===== src/rtl/ctrl_word_pkg.sv =====
package ctrl_word_pkg;
  typedef enum logic {
    TGT_DOT  = 1'b0,
    TGT_CTRL = 1'b1
  } tgt_e;
endpackage


===== src/rtl/ctrl_word_front.sv =====
module ctrl_word_front
  import ctrl_word_pkg::*;
(
  input  logic clk,
  input  logic rst,
  input  logic sclk,
  input  logic ce_n,
  input  logic rs,
  output tgt_e tgt,
  output logic shift_en,
  output logic commit
);
  logic sclk_q;
  logic ce_q;
  logic pend;
  logic sclk_rise;
  logic ce_fall;

  assign sclk_rise = sclk & ~sclk_q;
  assign ce_fall   = ce_q & ~ce_n;
  assign shift_en  = sclk_rise & ~ce_n & (tgt == TGT_CTRL);
  assign commit    = pend & ce_n & ~sclk;

  always_ff @(posedge clk) begin
    if (rst) begin
      sclk_q <= 1'b0;
      ce_q   <= 1'b1;
      tgt    <= TGT_DOT;
      pend   <= 1'b0;
    end else begin
      sclk_q <= sclk;
      ce_q   <= ce_n;
      if (ce_fall) tgt <= tgt_e'(rs);
      if (shift_en)    pend <= 1'b1;
      else if (commit) pend <= 1'b0;
    end
  end
endmodule


===== src/rtl/ctrl_word_shreg.sv =====
module ctrl_word_shreg #(
  parameter int SR_W = 8
) (
  input  logic            clk,
  input  logic            rst,
  input  logic            shift_en,
  input  logic            din,
  output logic [SR_W-1:0] sreg
);
  always_ff @(posedge clk) begin
    if (rst)           sreg <= '0;
    else if (shift_en) sreg <= {sreg[SR_W-2:0], din};
  end
endmodule


===== src/rtl/ctrl_word_bank.sv =====
module ctrl_word_bank #(
  parameter int CW_W = 7
) (
  input  logic            clk,
  input  logic            rst,
  input  logic            commit,
  input  logic            sel,
  input  logic [CW_W-1:0] payload,
  output logic [CW_W-1:0] word0,
  output logic [CW_W-1:0] word1
);
  localparam int N_WORDS = 2;
  logic [CW_W-1:0] words [N_WORDS];

  for (genvar g = 0; g < N_WORDS; g++) begin : g_word
    localparam logic IDX = 1'(g);
    always_ff @(posedge clk) begin
      if (rst)                        words[g] <= '0;
      else if (commit && sel == IDX)  words[g] <= payload;
    end
  end

  assign word0 = words[0];
  assign word1 = words[1];
endmodule


===== src/rtl/ctrl_word_reg.sv =====
module ctrl_word_reg
  import ctrl_word_pkg::*;
#(
  parameter int PWM_W  = 4,
  parameter int PEAK_W = 2
) (
  input  logic              clk,
  input  logic              rst,
  input  logic              sclk,
  input  logic              ce_n,
  input  logic              rs,
  input  logic              din,
  input  logic              dot_tail,
  output logic              dout,
  output logic [PWM_W-1:0]  pwm_code,
  output logic [PEAK_W-1:0] peak_code,
  output logic              awake,
  output logic              sim_mode,
  output logic              osc_div8
);
  localparam int CW_W     = PWM_W + PEAK_W + 1;
  localparam int SR_W     = CW_W + 1;
  localparam int PEAK_LSB = PWM_W;
  localparam int AWAKE_B  = PWM_W + PEAK_W;

  tgt_e            tgt;
  logic            shift_en;
  logic            commit;
  logic [SR_W-1:0] sreg;
  logic [CW_W-1:0] word0;
  logic [CW_W-1:0] word1;

  ctrl_word_front u_front (
    .clk      (clk),
    .rst      (rst),
    .sclk     (sclk),
    .ce_n     (ce_n),
    .rs       (rs),
    .tgt      (tgt),
    .shift_en (shift_en),
    .commit   (commit)
  );

  ctrl_word_shreg #(.SR_W(SR_W)) u_shreg (
    .clk      (clk),
    .rst      (rst),
    .shift_en (shift_en),
    .din      (din),
    .sreg     (sreg)
  );

  ctrl_word_bank #(.CW_W(CW_W)) u_bank (
    .clk     (clk),
    .rst     (rst),
    .commit  (commit),
    .sel     (sreg[SR_W-1]),
    .payload (sreg[CW_W-1:0]),
    .word0   (word0),
    .word1   (word1)
  );

  assign pwm_code  = word0[PWM_W-1:0];
  assign peak_code = word0[PEAK_LSB +: PEAK_W];
  assign awake     = word0[AWAKE_B];
  assign sim_mode  = word1[0];
  assign osc_div8  = word1[1];

  always_comb begin
    if (tgt == TGT_CTRL) dout = sim_mode ? din : sreg[SR_W-1];
    else                 dout = dot_tail;
  end
endmodule


===== config.mk =====
export PLATFORM = sky130hd
export DESIGN_NAME = ctrl_word_reg
export DESIGN_NICKNAME = d
export VERILOG_FILES = /design/src/rtl/ctrl_word_pkg.sv /design/src/rtl/ctrl_word_front.sv /design/src/rtl/ctrl_word_shreg.sv /design/src/rtl/ctrl_word_bank.sv /design/src/rtl/ctrl_word_reg.sv
export SDC_FILE = /design/constraint.sdc
export NUM_CORES = 1
export LEC_CHECK = 0
export BUFFER_PORTS_ARGS = -buffer_cell sky130_fd_sc_hd__buf_2
export CAP_MARGIN = 20
export CORE_ASPECT_RATIO = 1.25
export CORE_UTILIZATION = 40
export DETAILED_ROUTE_END_ITERATION = 6
export GPL_TIMING_DRIVEN = 0
export SLEW_MARGIN = 0
export SYNTH_ARGS = -nofsm -noshare
export SYNTH_HDL_FRONTEND = slang
export SYNTH_HIERARCHICAL = 1
export SYNTH_SLANG_ARGS = --single-unit

===== constraint.sdc =====
create_clock -name clk -period 2.2 [get_ports clk]
set_input_delay 0.55 -clock clk [delete_from_list [all_inputs] [get_ports clk]]
set_output_delay 0.55 -clock clk [all_outputs]
set_load 0.02 [all_outputs]

## After elaboration in Yosys (flattened, before gate mapping)

Memory sizes are Yosys's and may differ from the RTL's.
Cells that the tools add are included.
Widths: inputs -> output; s select.

- Multiplexer cells: 14
- Bitwise logic cells: 12
- Reduce and logical (&&, ||, !) cells: 3

Operators with widths:

| operator | count |
|---|---|
| $mux 7 | 2 |
| $mux 1 | 12 |
| $and 1x1->1 | 6 |
| $not 1->1 | 4 |
| $logic_and 1x1->1 | 2 |
| $or 1x1->1 | 2 |
| $reduce_bool 2->1 | 1 |

- Bits in registers: 12
- Memory bits (writable): 14
- Input bits: 7
- Word-level logic and storage cells: 35
- Memories kept: 1

Memories:

| name | depth | width | rd ports | clocked after Yosys merged registers in | write ports | RTL line | source |
|---|---|---|---|---|---|---|---|
| u_bank.words | 2 | 7 | 2 | 0 | 2 | ctrl_word_bank.sv:13 | `logic [CW_W-1:0] words [N_WORDS];` |

## Depth between registers and ports, before layout

Gate-level depths: netlist of run 1.

- Depth in word-level cells: 7
- Depth in mapped cells: 5

## Modules after synthesis

Netlist of run 1, hierarchy kept.

Modules (own cells, without submodules):

| module | instances | cells each | area an instance (µm²) | sequential area each (µm²) |
|---|---|---|---|---|
| ctrl_word_bank | 1 | 40 | 550.5 | 420.4 |
| ctrl_word_shreg | 1 | 26 | 285.3 | 160.2 |
| ctrl_word_front | 1 | 15 | 153.9 | 80.1 |
| ctrl_word_reg | 1 | 3 | 18.8 | 0.0 |

## Worst setup path before layout of run 1

Ideal clock, no wire load.

- Path kind: register -> output
- Start point: memory u_bank.words[1][0]
- End point: output dout
- Data arrival time: 1.015 ns
- Data required time: 1.650 ns
- Slack: 0.635 ns
- Stages on the path, launching flop included: 3
- Path through: edfxtp_1 > mux2i_1 > a21oi_1

RTL lines:

| item | RTL line | source |
|---|---|---|
| from (decl) | ctrl_word_bank.sv:13 |  |
| to (decl) | ctrl_word_reg.sv:14 | `output logic dout,` |

==> results of run 1 <==
-- sequential cells by signal, summed over array words and instances (netlist names) --
register / flops
u_shreg/sreg: 8
u_front/ce_q: 1
u_front/pend: 1
u_front/sclk_q: 1
u_bank/words: 9
u_front/tgt: 1
-- power by group --
part	switching (W)	internal, W	leakage [nW]
registers	0.00000333	0.000414	0.190
logic	0.0000274	0.0000192	0.156
clock network	0.000112	0.0000677	0.0177
-- path summary, 6_finish.rpt --
kind,from,endpoint,cells after the start
max,u_bank/words[1][0],dout,3
min,ce_n,u_front/ce_q,2
max reg2reg,u_front/pend,u_bank/words[0][4],5
min reg2reg,u_front/pend,u_front/pend,2
-- area by class of cell --
| class | count | area, µm² | share of cell area |
|---|---|---|---|
| inverter | 1 | 3.75 | 0.00386 |
| sequential | 21 | 510 | 0.525 |
| clock inverter | 1 | 5.00 | 0.00515 |
| clock buffer | 3 | 22.5 | 0.0232 |
| tap | 20 | 25.0 | 0.0257 |
| buffer | 3 | 26.3 | 0.0270 |
| timing repair buffer | 16 | 80.1 | 0.0824 |
| multi-input combinational | 49 | 299 | 0.308 |
-- worst register-to-register path: cells and delay by family (launching register included) --
kind,cells,cell delay (ns)
buffers and inverters,2,0.17
DFF,1,0.36
and+or+nand+nor,3,0.48
-- through the flow --
stage               hold slack, ns  instances  utilization  total power [W]
floorplan                    0.463         74            -         0.000456
global placement             0.478        110        0.477         0.000473
detailed placement           0.482        110        0.477         0.000474
CTS                          0.471        114        0.491         0.000654
global route                 0.494        114        0.491         0.000669
finish                       0.476        114        0.491         0.000644
-- routing by layer --
layer  share of wire  vias up  global-route usage
met4           0.011        0              0.0758
li1                -      284                   -
met5               0        -                   0
met3           0.034        2              0.0205
met2            0.49       13               0.187
met1            0.46      244               0.126
==> flow_metrics.tcl, run 1 <==
set metrics [dict create \
    status "complete, no violations" \
    layout-drive-gt1-share 0.255 \
    grt_max_degree 15 \
    cts_resized 0 \
    slew_viol_final 0 \
    cp.required_ns 1.65 \
    fin_nets 102 \
    start_kind "flop" \
    routed_wl_um 1170 \
    fin_skew_ns 0.00811 \
    clk_pin_slew_ns 0.12 \
    first_pass_iters 4 \
    row_count 18 \
    worstPathCellList "mux2i_1 -> a21oi_1 -> buf_2" \
    maxCapViolCount 0 \
    postRouteAntennaNets 0 \
    grtUsageTotal 0.111 \
    post_cts_buffers 0 \
    synthesis.area_um2 840 \
    critPathMaxStageDelay_ns 0.43 \
    tightest_slew_ns 0.340 \
    synth_area_per_cell_um2 11.3 \
    grt-ovfl-total 0 \
    die_w_um 43.0 \
    htreeDepth 1 \
    place_ws_ns 0.429 \
    ctsHoldBuffers 0 \
    tritoncts "built" \
    root_buffer "clkbuf_4" \
    port_buffers 16 \
    insertion_delay_ns 0.30 \
    first_iter_violations 11 \
    dpl_cell_area_um2 945 \
    hold_violations 0 \
    core_area_um2 1980 \
    num_vias 543 \
    relSlewSlack 0.773 \
    dieArea_um2 2290 \
    cp.buffers_inverters 1 \
    final_common_cell "nor2_1" \
    cp_top_family "flip-flops" \
    grt_pass1_vias 455 \
    fillers 199 \
    ios 17 \
    place.gp.congestion 0.717 \
    cp-end-kind "output pin" \
    hp-class "input pin to flop" \
    wl_per_cell_um 10.3 \
    rrSetupSlack_ns 0.86 \
    n_antenna_cell 0 \
    synthCells 74 \
    start_util 0.424 \
    cp.arrival_ns 1.17 \
    max_freq_ghz 0.582 \
    cts_sinks 21 \
    ir_drop_mv 0.389 \
    layout_common_cells "20 x nor2_1, 16 x buf_2, 12 x dfxtp_1, 11 x nand2b_1, 10 x mux2i_1" \
    cts_buffers 3 \
    critical_path_class "flop to output pin" \
    power.leakage_nw 0.364 \
    fin_crit_sh 0.781 \
    ys.warnings.count 6 \
    antenna_found_initial 0 \
    layout_setup_ws_ns 0.482 \
    routed_via_density 4.76 \
    fin_area_um2 972 \
    syn_nets 81 \
    die_y_um 53.2 \
    finalWorstPathRequiredPeriod_ns 1.72 \
    finalSetupViolCount 0 \
    dp_hpwl_um 874 \
    powerDensity_nw_per_um2 663 \
    area_delta_synth_final_pct 15.8 \
    critPathMaxFanout 2 \
    crit_slowest_cell "edfxtp_1" \
    setup-tns-final_ns 0 \
    cts_buffer_depth 2 \
    rsz0062_at_grt "false" \
    drc 0 \
    grt_pass1_wl_um 1870 \
]
Note: power is estimated with default switching activity, not from simulation.
==> inputs of run 2 (changes only) <==
--- a/config.mk
+++ b/config.mk
@@ -5,6 +5,7 @@
 export SDC_FILE = /design/constraint.sdc
 export NUM_CORES = 1
 export LEC_CHECK = 0
+export ABC_AREA = 1
 export BUFFER_PORTS_ARGS = -buffer_cell sky130_fd_sc_hd__buf_2
 export CAP_MARGIN = 20
 export CORE_ASPECT_RATIO = 1.25
==> constraint.sdc (replaced) <==
create_clock -name clk -period 1.5 [get_ports clk]
set_input_delay 0.375 -clock clk [delete_from_list [all_inputs] [get_ports clk]]
set_output_delay 0.375 -clock clk [all_outputs]
set_load 0.02 [all_outputs]
==> flow_metrics.tcl, run 2 <==
set metrics [dict create \
    largest-register "u_bank/words" \
    status "complete, no violations" \
    post-route-util 0.520 \
    dieArea_um2 2470 \
    first_pass_iters 4 \
    ys.warnings.count 6 \
    ir_drop_mv 0.463 \
    cts_sinks 21 \
    fin_area_um2 1060 \
    fin_cells 163 \
    setup-tns-final_ns 0 \
    place_ws_ns -0.242 \
    synthCells 113 \
    core_area_um2 2050 \
    postRouteAntennaNets 0 \
    hold_violations 0 \
    ios 17 \
    grt_pass1_wl_um 2280 \
    largest_registers "u_bank/words (9), u_shreg/sreg (8)" \
    fin_nets 141 \
    maxCapViolCount 0 \
    whs_path_depth 3 \
    slew_viol_final 0 \
    power.leakage_nw 0.436 \
    reg2reg_depth 4 \
    post_cts_buffers 0 \
    drc 0 \
    layout-drive-gt1-share 0.256 \
    area_delta_synth_final_pct 17.1 \
    htreeDepth 1 \
    root_buffer "clkbuf_4" \
    routed_via_density 4.20 \
    layout_common_cells "26 x nor2_1, 24 x nand2_1, 22 x inv_1, 15 x buf_2, 11 x dfxtp_1" \
    routed_wl_um 1320 \
    cts_buffers 3 \
    cp-end-kind "output pin" \
    hp-class "input pin to flop" \
    synth_area_per_cell_um2 8.05 \
    cts_buffer_depth 2 \
    final_common_cell "nor2_1" \
    n_antenna_cell 0 \
    start_util 0.444 \
    finalWorstPathRequiredPeriod_ns 1.46 \
    rsz0062_at_grt "true" \
    place.gp.congestion 0.734 \
    start_kind "flop" \
    row_count 18 \
    layout_setup_ws_ns 0.0429 \
    first_iter_violations 15 \
    ctsHoldBuffers 0 \
    die_y_um 55.3 \
    tritoncts "built" \
    relSlewSlack 0.773 \
    critical_path_class "flop to output pin" \
    cts_resized 2 \
    antenna_found_initial 0 \
    grt_max_degree 12 \
    max_freq_ghz 0.686 \
    die_w_um 44.7 \
    dpl_cell_area_um2 1030 \
    critPathMaxFanout 3 \
    grt-ovfl-total 0 \
    cp.required_ns 1.12 \
    cp.arrival_ns 1.08 \
    fin_crit_sh 0.971 \
    grtUsageTotal 0.122 \
    wl_per_cell_um 8.12 \
    insertion_delay_ns 0.29 \
    fin_skew_ns 0.00511 \
    clk_pin_slew_ns 0.11 \
    largest_reg_flops 9 \
    grt_pass1_vias 583 \
    powerDensity_nw_per_um2 914 \
    tightest_slew_ns 0.341 \
    num_vias 685 \
    finalSetupViolCount 0 \
    port_buffers 16 \
    synthesis.area_um2 910 \
    dp_cells 159 \
    dp_hpwl_um 982 \
    syn_nets 120 \
]
-- run 2: power breakdown --
| group | switching, W | internal (W) | leakage (nW) |
|---|---|---|---|
| logic | 0.0000551 | 0.0000331 | 0.230 |
| registers | 0.00000839 | 0.000612 | 0.191 |
| clock network | 0.000161 | 0.000103 | 0.0150 |
| total | 0.000224 | 0.000748 | 0.436 |
-- run 2: per-stage QoR --
| step | total power [W] | hold WS [ns] |
|---|---|---|
| floorplan | 0.000689 | 0.437 |
| finish | 0.000973 | 0.308 |
| global route | 0.00102 | 0.306 |
| CTS | 0.000984 | 0.295 |
| global placement | 0.000717 | 0.477 |
| detailed placement | 0.000718 | 0.479 |
-- run 2: final cells by class --
class | count | area [µm²]
sequential | 21 | 512
clock buffer | 4 | 26.3
fill | 210 | 985
multi-input combinational | 63 | 279
timing repair buffer | 16 | 86.3
inverter | 27 | 101
tap | 30 | 37.5
buffer | 2 | 22.5
-- run 2: worst max-delay path, stage by stage (launching register included) --
cell,delay (ns)
edfxtp_1,0.43
inv_1,0.07
nand2_1,0.05
nand3_1,0.05
nand2_1,0.06
buf_6,0.13
-- run 2: path summary, 6_finish.rpt --
kind | start | endpoint | slack (ns)
setup / recovery | u_bank/words[1][0] | dout | 0.04
hold / removal | sclk | u_front/sclk_q | 0.31
setup reg to reg | u_front/pend | u_bank/words[0][1] | 0.10
hold reg to reg | u_shreg/sreg[2] | u_shreg/sreg[2] | 0.49
-- run 2: metal layers --
metal	routed length, µm	GRT usage
met1	634	0.154
met3	32	0.0196
met2	643	0.193
met4	13	0.0649
met5	0	0
==> inputs of run 3 (changes only) <==
--- a/config.mk
+++ b/config.mk
@@ -8,12 +8,14 @@
 export ABC_AREA = 1
 export BUFFER_PORTS_ARGS = -buffer_cell sky130_fd_sc_hd__buf_2
 export CAP_MARGIN = 20
+export CELL_PAD_IN_SITES_DETAIL_PLACEMENT = 1
+export CELL_PAD_IN_SITES_GLOBAL_PLACEMENT = 1
 export CORE_ASPECT_RATIO = 1.25
-export CORE_UTILIZATION = 40
+export CORE_UTILIZATION = 35
 export DETAILED_ROUTE_END_ITERATION = 6
 export GPL_TIMING_DRIVEN = 0
+export PLACE_DENSITY_LB_ADDON = 0.1
 export SLEW_MARGIN = 0
 export SYNTH_ARGS = -nofsm -noshare
 export SYNTH_HDL_FRONTEND = slang
-export SYNTH_HIERARCHICAL = 1
 export SYNTH_SLANG_ARGS = --single-unit
==> constraint.sdc (replaced) <==
create_clock -name clk -period 1.5 [get_ports clk]
set_input_delay 0.15 -clock clk [delete_from_list [all_inputs] [get_ports clk]]
set_output_delay 0.15 -clock clk [all_outputs]
set_load 0.02 [all_outputs]
==> flow_metrics.tcl, run 3 <==
set metrics [dict create \
    fin_crit_sh 0.853 \
    dpl_cell_area_um2 1000 \
    reg2reg_depth 4 \
    setup-tns-final_ns 0 \
    layout_common_cells "19 x nand2_1, 19 x nor2_1, 17 x buf_2, 13 x inv_1, 12 x dfxtp_1" \
    syn_nets 109 \
    synth_common_cells "19 x nand2_1, 19 x nor2_1, 13 x inv_1, 12 x dfxtp_1" \
    grtUsageTotal 0.163 \
    post-route-util 0.429 \
    synthesis.area_um2 882 \
    drc 0 \
    powerDensity_nw_per_um2 956 \
    htreeDepth 1 \
    layout_setup_ws_ns 0.221 \
    status "complete, no violations" \
    synth_top_area_cell "edfxtp_1" \
    synthDistinctLibCells 17 \
    cp.arrival_ns 1.13 \
    largest_registers "u_bank.words (9), u_shreg.sreg (8)" \
    num_vias 712 \
    first_iter_violations 7 \
    die_w_um 46.9 \
    maxCapViolCount 0 \
    cp.required_ns 1.35 \
    tightest_slew_ns 0.306 \
    synth_flop_cell "dfxtp_1" \
    ys.warnings.count 0 \
    synth-seq-area-share 0.579 \
    finalWorstPathRequiredPeriod_ns 1.28 \
    dp_hpwl_um 1340 \
    grt_max_degree 12 \
    power.leakage_nw 0.416 \
    cts_sinks 21 \
    cts_buffers 3 \
    endpoint "dout" \
    place_ws_ns 0.281 \
    area_delta_synth_final_pct 16.7 \
    synth-async-reset-ratio 0 \
    finalSetupViolCount 0 \
    wl_per_cell_um 11.4 \
    grt-ovfl-total 0 \
    ctsHoldBuffers 0 \
    ys_ff_latch 21 \
    hold_violations 0 \
    multi_input_area_um2 288 \
    postRouteAntennaNets 0 \
    ios 17 \
    start_kind "flop" \
    grt_pass1_vias 733 \
    clk_pin_slew_ns 0.11 \
    yosysTopAreaCellShare 0.306 \
    layout-drive-gt1-share 0.221 \
    post_cts_buffers 0 \
    synth_edf_count 9 \
    critPathMaxFanout 3 \
    cts_buffer_depth 2 \
    tritoncts "built" \
    fin_skew_ns 0.00151 \
    core_area_um2 2400 \
    critical_path_class "flop to output pin" \
    synth_area_leaders "edfxtp_1 31%, dfxtp_1 27%, nand2_1 8.1%" \
    die_y_um 58.1 \
    rsz0062_at_grt "false" \
    ir_drop_mv 0.509 \
    n_antenna_cell 0 \
    fin_nets 130 \
    synth_area_per_cell_um2 8.65 \
    fillers 322 \
    regToRegEndpoint "u_bank.words[0][0]" \
    slew_viol_final 0 \
    insertion_delay_ns 0.29 \
    crit-reg2reg-launch "u_front.pend" \
    port_buffers 16 \
    crit_start "u_bank.words[1][0]" \
    place.gp.congestion 0.700 \
    largest-register "u_bank.words" \
    rrSetupSlack_ns 0.28 \
    row_count 20 \
    routed_wl_um 1760 \
    fin_area_um2 1030 \
    grt_pass1_wl_um 3190 \
    hp-class "input pin to flop" \
    root_buffer "clkbuf_4" \
    first_pass_iters 3 \
    synthCells 102 \
    max_freq_ghz 0.782 \
    seqCellArea_um2 510 \
    antenna_found_initial 0 \
    cts_resized 0 \
    routed_via_density 4.59 \
    relSlewSlack 0.795 \
    dieArea_um2 2730 \
    largest_reg_flops 9 \
    cp-end-kind "output pin" \
    start_util 0.367 \
]
[run 3: kinds of logic (layout without fill, tap and decap cells)]
| kind of cell | after synthesis | count (layout) | share of synthesized area |
|---|---|---|---|
| AND/OR/NAND/NOR | 52 | 52 | 0.257 |
| flip-flops | 21 | 21 | 0.579 |
| buffers and inverters | 17 | 37 | 0.0950 |
| AO/OA/AOI/OAI | 12 | 12 | 0.0695 |
[run 3: worst min path at each step]
| stage | from | to | slack [ns] | cells after the start |
|---|---|---|---|---|
| global placement | rst | u_front.sclk_q | 0.37 | 2 |
| finish | rst | u_front.sclk_q | 0.05 | 2 |
| global route | rst | u_front.sclk_q | 0.05 | 2 |
| detailed placement | rst | u_front.sclk_q | 0.37 | 2 |
| CTS | rst | u_front.sclk_q | 0.04 | 2 |
| floorplan | rst | u_front.pend | 0.22 | 1 |
[run 3: stage by stage]
step / instances / hold slack [ns] / total power, W
floorplan: 102 / 0.219 / 0.000698
global placement: 151 / 0.366 / 0.000733
CTS: 155 / 0.0363 / 0.00100
finish: 155 / 0.0469 / 0.000985
detailed placement: 151 / 0.372 / 0.000736
global route: 155 / 0.0529 / 0.00104
[run 3: final cells by class]
type                            count  area share
Clock buffer                        4      0.0255
Inverter                           14      0.0510
Buffer                              3      0.0304
Multi-Input combinational cell     64       0.279
Tap cell                           33      0.0401
Timing Repair Buffer               16      0.0778
Sequential cell                    21       0.496
[run 3: report_power, final]
group	total, W	switching [W]	internal (W)
sequential	0.000620	0.00000828	0.000612
clock	0.000265	0.000161	0.000103
combinational	0.000100	0.0000657	0.0000344
total	0.000985	0.000235	0.000750
[run 3: per-layer routing]
layer,routed length (µm),vias up,track usage
met5,0,-,0
met4,17,0,0.0857
met3,58,2,0.0187
met2,853,15,0.262
met1,834,330,0.209
li1,-,365,-
[run 3: critical path: stages, from the launching register on]
cell and delay, ns:
edfxtp_1 0.43, inv_1 0.07, nand2_1 0.04, a31oi_1 0.12, buf_2 0.18
